--- config.mk ---
export PLATFORM = sky130hd
export DESIGN_NAME = lvl_irq_agg
export DESIGN_NICKNAME = d
export VERILOG_FILES = /design/src/rtl/lia_pkg.sv /design/src/rtl/lia_sync.sv /design/src/rtl/lia_regfile.sv /design/src/rtl/lia_gate.sv /design/src/rtl/lvl_irq_agg.sv
export SDC_FILE = /design/constraint.sdc
export NUM_CORES = 1
export LEC_CHECK = 0
export ABC_CLOCK_PERIOD_IN_PS = 1400
export BUFFER_PORTS_ARGS = -buffer_cell sky130_fd_sc_hd__buf_2
export CAP_MARGIN = 0
export CORE_MARGIN = 2
export CORE_UTILIZATION = 53
export CTS_CLUSTER_DIAMETER = 200
export DETAILED_ROUTE_END_ITERATION = 16
export PLACE_DENSITY = 0.76
export SLEW_MARGIN = 20
export SYNTH_ARGS = -nofsm -noshare
export SYNTH_HDL_FRONTEND = slang
export SYNTH_HIERARCHICAL = 1
export SYNTH_SLANG_ARGS = --single-unit
--- constraint.sdc ---
create_clock -name clk -period 1.4 [get_ports clk]
set_input_delay 0.21 -clock clk [delete_from_list [all_inputs] [get_ports clk]]
set_output_delay 0.21 -clock clk [all_outputs]
set_load 0.02 [all_outputs]
--- src/rtl/lia_pkg.sv ---
package lia_pkg;
  localparam int unsigned STATUS_OFS = 32'h00;
  localparam int unsigned MASK_BASE  = 32'h10;
  localparam int unsigned MASK_STEP  = 4;
endpackage

--- src/rtl/lia_sync.sv ---
module lia_sync #(
  parameter int unsigned WIDTH  = 32,
  parameter int unsigned STAGES = 2
) (
  input  logic             clk,
  input  logic             rst_n,
  input  logic [WIDTH-1:0] d,
  output logic [WIDTH-1:0] q
);
  logic [STAGES-1:0][WIDTH-1:0] stage_q;

  always_ff @(posedge clk or negedge rst_n) begin
    if (!rst_n) stage_q[0] <= '0;
    else        stage_q[0] <= d;
  end

  for (genvar s = 1; s < STAGES; s++) begin : g_stage
    always_ff @(posedge clk or negedge rst_n) begin
      if (!rst_n) stage_q[s] <= '0;
      else        stage_q[s] <= stage_q[s-1];
    end
  end

  assign q = stage_q[STAGES-1];
endmodule

--- src/rtl/lia_regfile.sv ---
module lia_regfile
  import lia_pkg::*;
#(
  parameter int unsigned WIDTH  = 32,
  parameter int unsigned N_OUT  = 4,
  parameter int unsigned ADDR_W = 8
) (
  input  logic                        clk,
  input  logic                        rst_n,
  input  logic                        bus_en,
  input  logic                        bus_we,
  input  logic [ADDR_W-1:0]           bus_addr,
  input  logic [WIDTH-1:0]            bus_wdata,
  input  logic [WIDTH-1:0]            status,
  output logic [WIDTH-1:0]            rdata,
  output logic [N_OUT-1:0][WIDTH-1:0] mask
);
  logic [N_OUT-1:0] sel;
  logic             sel_status;
  logic [WIDTH-1:0] rd_mux;

  assign sel_status = (bus_addr == ADDR_W'(STATUS_OFS));

  for (genvar k = 0; k < N_OUT; k++) begin : g_mask
    assign sel[k] = (bus_addr == ADDR_W'(MASK_BASE + MASK_STEP * k));
    always_ff @(posedge clk or negedge rst_n) begin
      if (!rst_n)                        mask[k] <= '0;
      else if (bus_en && bus_we && sel[k]) mask[k] <= bus_wdata;
    end
  end

  always_comb begin
    rd_mux = '0;
    if (sel_status) rd_mux = status;
    for (int k = 0; k < N_OUT; k++)
      if (sel[k]) rd_mux = mask[k];
  end

  always_ff @(posedge clk or negedge rst_n) begin
    if (!rst_n)                rdata <= '0;
    else if (bus_en && !bus_we) rdata <= rd_mux;
  end
endmodule

--- src/rtl/lia_gate.sv ---
module lia_gate #(
  parameter int unsigned WIDTH = 32
) (
  input  logic             clk,
  input  logic             rst_n,
  input  logic [WIDTH-1:0] status,
  input  logic [WIDTH-1:0] enable,
  output logic             line_q
);
  always_ff @(posedge clk or negedge rst_n) begin
    if (!rst_n) line_q <= 1'b0;
    else        line_q <= |(status & enable);
  end
endmodule

--- src/rtl/lvl_irq_agg.sv ---
module lvl_irq_agg #(
  parameter int unsigned N_SRC       = 32,
  parameter int unsigned N_CORE      = 2,
  parameter int unsigned ADDR_W      = 8,
  parameter int unsigned SYNC_STAGES = 2
) (
  input  logic              clk,
  input  logic              rst_n,
  input  logic [N_SRC-1:0]  irq_src,
  input  logic              bus_en,
  input  logic              bus_we,
  input  logic [ADDR_W-1:0] bus_addr,
  input  logic [N_SRC-1:0]  bus_wdata,
  output logic [N_SRC-1:0]  bus_rdata,
  output logic [N_CORE-1:0] irq_out,
  output logic [N_CORE-1:0] mchk_out
);
  localparam int unsigned N_OUT = 2 * N_CORE;

  logic [N_SRC-1:0]            status_w;
  logic [N_OUT-1:0][N_SRC-1:0] mask_w;
  logic [N_OUT-1:0]            line_w;

  lia_sync #(.WIDTH(N_SRC), .STAGES(SYNC_STAGES)) u_sync (
    .clk(clk), .rst_n(rst_n), .d(irq_src), .q(status_w)
  );

  lia_regfile #(.WIDTH(N_SRC), .N_OUT(N_OUT), .ADDR_W(ADDR_W)) u_regs (
    .clk(clk), .rst_n(rst_n), .bus_en(bus_en), .bus_we(bus_we),
    .bus_addr(bus_addr), .bus_wdata(bus_wdata), .status(status_w),
    .rdata(bus_rdata), .mask(mask_w)
  );

  for (genvar k = 0; k < N_OUT; k++) begin : g_line
    lia_gate #(.WIDTH(N_SRC)) u_gate (
      .clk(clk), .rst_n(rst_n), .status(status_w),
      .enable(mask_w[k]), .line_q(line_w[k])
    );
  end

  assign irq_out  = line_w[N_CORE-1:0];
  assign mchk_out = line_w[N_OUT-1:N_CORE];
endmodule

# Yosys cells after proc, flatten, opt, wreduce, memory -nomap -nowiden
# Index checks and enable logic that the tools add are counted.
[word_totals]
reg_bits = 228
in_bits = 76
[classes]
eq_ne = 4
n_reduce_logical = 12
bitwise = 4
muxes = 5
[ops]
columns = ["operator", "n"]
rows = [
  ["$mux W32", 5],
  ["$and A32 B32 Y32", 4],
  ["$reduce_or A32 Y1", 4],
  ["$eq A8 B5 Y1 const B", 4],
  ["$logic_not A8 Y1", 1],
  ["$logic_and A1 B1 Y1", 6],
  ["$logic_not A1 Y1", 1],
]

# Logic depth before layout (Yosys ltp)
[logic_depth]
word_depth = 6
depth_mapped = 6
ltp_nobuf = 3

# Cells and area by module
# Netlist, hierarchy kept.
[by_module_without_submodules]
columns = ["mod", "seq_area_each_um2", "area_each_um2", "instances", "cells_per_inst"]
rows = [
  ["lia_regfile", 4003.8, 7216.9, 1, 542],
  ["lia_sync", 1601.5, 1841.8, 1, 96],
  ["lia_gate", 25.0, 182.7, 4, 22],
]

# Worst setup path after synthesis
# No wires, ideal clock.
[synth_timing]
path_type = "input to register"
start = "in bus_addr[6]"
end = "reg u_regs/mask[65] (netlist name)"
path_slack_ps = -266
t_arrival_ps = 1541
path_buffers = 2
setup_ps = 125
cell_stages = 5
path_cell_list = "nor4_1 > and4_1 > clkbuf_1 > buf_4 > mux2_2"
[synth_via]
elab_chain_cells = 2
[synth_rtl]
columns = ["item", "line", "rtl"]
rows = [
  ["start: declaration", "lvl_irq_agg.sv:12", "input logic [ADDR_W-1:0] bus_addr,"],
  ["$eq A8 B5 Y1", "lia_regfile.sv:25", "assign sel[k] = (bus_addr == ADDR_W'(MASK_BASE + MASK_STEP * k));"],
  ["$logic_and A1 B1 Y1", "lia_regfile.sv:28", "else if (bus_en && bus_we && sel[k]) mask[k] <= bus_wdata;"],
  ["end signal: indexed assignment", "lia_regfile.sv:28", ""],
  ["end: declaration", "lia_regfile.sv:16", "output logic [N_OUT-1:0][WIDTH-1:0] mask"],
]
# Every way passes these cells.
# A chain may end at the register's enable or synchronous reset.

# Final worst setup path
[layout_timing]
start = "reg u_sync.stage_q, in the netlist u_sync/q[12]"
end = "reg g_line[3].u_gate.line_q"
[layout_via]
elab_chain_cells = 2
[layout_rtl]
columns = ["item", "line", "rtl"]
rows = [
  ["start: declaration", "lia_sync.sv:10", "logic [STAGES-1:0][WIDTH-1:0] stage_q;"],
  ["start signal: indexed assignment", "lia_sync.sv:20", "else stage_q[s] <= stage_q[s-1];"],
  ["$and A32 B32 Y32", "lia_gate.sv:12", "else line_q <= |(status & enable);"],
  ["$reduce_or A32 Y1", "lia_gate.sv:12", ""],
  ["end signal: assignment", "lia_gate.sv:12", ""],
  ["end: declaration", "lia_gate.sv:8", "output logic line_q"],
]
# Every way passes these cells.

==> metrics <==
Die ar.=0.01957 mm2; drt wl/cell=23.74 um; max-cap viol count=0; fraction of final layout cells sized beyond drive strength 1=0.4909; VDD IR max=0.001107 V; Clock power frac=0.444; CP required=1770 ps; Crit Path Max Fanout=5; CTS Sinks=228; vias post-DR=7549; crit-path leading delay family=simple AND/OR/NAND/NOR gates; clock root cell=clkbuf_16; fin crit share=1.177; setup bufs post-CTS=0; status=finished, violations left; Mapped Area=0.009789 mm2; Slew Limit Fails=0; Final ANT Viol Nets=0; Sw Ratio=0.2331; CTS max path bufs=3; clock insertion delay at the later pin of the skew report=520 ps; post-synth top area cell=dfrtp_1; initial antenna violation count=0; final instance count without filler cells=1220; global placement routability congestion=0.9167; Psw=0.003564 W; Final Hold Fails=0; Synth area leaders=dfrtp_1 58%, mux2_2 18%, a22oi_1 4.6%; Critical Path Sink Type=flop; DR DRC count=0; distinct cell type count after synthesis=31; Synth Instances=726; first-pass detailed-route iteration total=6; WS Path Type=reg2reg; minimum clock period=1647 ps; drt total wl=28970 um; number of synthesis warnings=6; Seq/Total Area, Yosys=0.5828; CTS buffer count=24; Yosys top cell area share=0.5828; Post-synth EDFFs=0; Starting Density=0.5431; Internal=0.01173 W; slowest CP cell=or4_4; clk slew on worst S/H paths=60 ps; Final Cell Area=0.01316 mm2; PD cells=1162 mW/mm2; Worst Path Arrival=2020 ps; Worst Hold Slack=15.98 ps; Post-DP Area=0.01160 mm2; H-tree levels=1; Core ar.=0.01802 mm2; Post-synth top flop=dfrtp_1; fmax=0.6071 GHz; TNS Setup=-854.1 ps; CTS tree=done; largest net degree at the start of global routing=49; Synth async-reset ratio=1.000; area grow syn2layout=34.41%; hpwl dp=19350 um; die height=139.9 um; Worst setup SP type=flop; Worst slew margin=0.6876; Syn Nets=802; io pins=112; Filler cells=1149; placed insts=1121; Leak=6.677 nW; violated checks=negative setup slack; vias in the first global route=8093; Hold WC Path Type=in2reg; initial drt markers=721; GR Overflow Total=0; Seq cells post-synth=228; Die X=139.9 um; final setup fails=4; mean number of vias per cell=6.188; Syn Area/Cell=13.48 um2; final setup margin=-247.3 ps; RSZ-0062 raised after global routing=yes; first-pass GRT wire length=45240 um; clk_skew=16.46 ps; largest stage delay on the critical path=580 ps; port bufs=111; Layout Nets=1052; worst-margin pin slew=468.6 ps; worst slack, placed=-453.5 ps; worst-path cell chain=a22oi_2 > nand4_1 > or4_4; Total GRT Usage=0.2937; std cell rows=49; Sequential Power Share=0.460; WP buf/inv=0; Gate power share=0.096
[through the flow]
step,power [W],utilization
final,0.01529,0.7300
after detailed placement,0.008384,0.6435
after global routing,0.01576,0.7298
after global placement,0.008317,0.6435
after CTS,0.01531,0.7258
after floorplan,0.007664,-
[final timing paths]
kind | cells after the start | start | endpoint | slack, ps
worst max-delay path | 3 | u_sync/q[12] | g_line[3].u_gate/line_q | -250
worst min-delay path | 2 | bus_wdata[12] | u_regs/mask[44] | 20
worst max register to register | 3 | u_sync/q[12] | g_line[3].u_gate/line_q | -250
worst min register to register | 0 | u_sync/stage_q[18] | u_sync/q[18] | 340
max in group asynchronous | 3 | rst_n | u_sync/q[6] | 640
min in group asynchronous | 2 | rst_n | u_regs/mask[83] | 190
[area by class of cell]
class	count	area [um2]	share of cell area
multi-input cells	418	3975	0.3021
clock buffers	29	680.7	0.05173
inverters	1	3.754	0.0002853
flip-flops and latches	228	5715	0.4344
diodes	1	2.502	0.0001902
repair buffers	303	2327	0.1769
well taps	229	286.5	0.02178
clock inverters	11	166.4	0.01265
[registers in the layout, indices dropped and copies added, names as in the netlist]
| signal | count |
|---|---|
| u_regs/rdata | 32 |
| u_regs/mask | 128 |
| u_sync/stage_q | 32 |
| u_sync/q | 32 |
| g_line.u_gate/line_q | 4 |
[routing by layer]
| layer | global-route usage | share of wire | vias up | wire [um] |
|---|---|---|---|---|
| met5 | 0 | 0 | - | 0 |
| met4 | 0.1253 | 0.047 | 0 | 1349 |
| met3 | 0.05607 | 0.079 | 116 | 2290 |
| met2 | 0.4788 | 0.48 | 445 | 13920 |
| met1 | 0.3893 | 0.39 | 3772 | 11410 |
| li1 | - | - | 3216 | - |
[synthesized netlist by cell type (2+ instances only)]
cell type	instances
dfrtp_1	228
mux2_2	155
a22oi_1	60
buf_4	35
a221oi_1	32
nand2_1	32
nor2_1	32
o211a_1	31
o31ai_1	31
clkbuf_1	26
nand4_1	17
buf_2	10
or4_1	5
a22oi_2	4
mux2_1	4
and2_1	3
buf_1	3
buf_6	3
clkbuf_2	2
nand3_1	2
[worst register-to-register path, stage by stage, from the launching register on]
cell and delay [ps]:
dfrtp_2 460, a22oi_2 260, nand4_1 210, or4_4 580
[cells in the final DEF, fill, tap and decap left out, types with 2 or more instances in the layout]
cell type        n
mux2_2         100
nand2_1         32
o31ai_1         30
buf_4          120
clkinv_2         3
clkbuf_8         4
and4b_2          2
a221oi_2         3
and2_1           3
a22oi_2         20
o31ai_2          2
clkinvlp_4       3
mux2_4          59
clkbuf_16       25
nand3_1          2
or4_4            4
nand4_1         17
a22oi_1         44
buf_2          110
o211a_1         31
dlygate4sd3_1   58
dfrtp_1        220
a221oi_1        29
bufinv_16        4
dfrtp_2          8
buf_12          14
nor2_1          31
[what timing repair did]
item                                    4_1_cts  5_1_grt
hold buffers                                 58        0
endpoints found under the setup margin        5        6
endpoints found under the hold margin       343        0
resized for setup                            15       17
pin swaps                                     8        7
[kinds of logic (layout without fill, tap and decap cells)]
kind of cell | after synthesis | in the layout | synth area share
muxes | 160 | 160 | 0.1839
buffers and inverters | 80 | 344 | 0.04793
DFF | 228 | 228 | 0.5828
other | 0 | 1 | 0
AOI/OAI and AO/OA | 160 | 160 | 0.1373
and+or+nand+nor | 98 | 98 | 0.04806
[power groups by stage]
stage	logic (W)	clock network (W)	registers (W)
4_1_cts	0.00142	0.00687	0.00701
3_3_place_gp	0.00122	0	0.00710
3_5_place_dp	0.00126	0	0.00712
2_1_floorplan	0.000578	0	0.00709
6_report	0.00147	0.00679	0.00703
5_1_grt	0.00156	0.00715	0.00705
No activity file was read; power rests on OpenSTA's default activity.
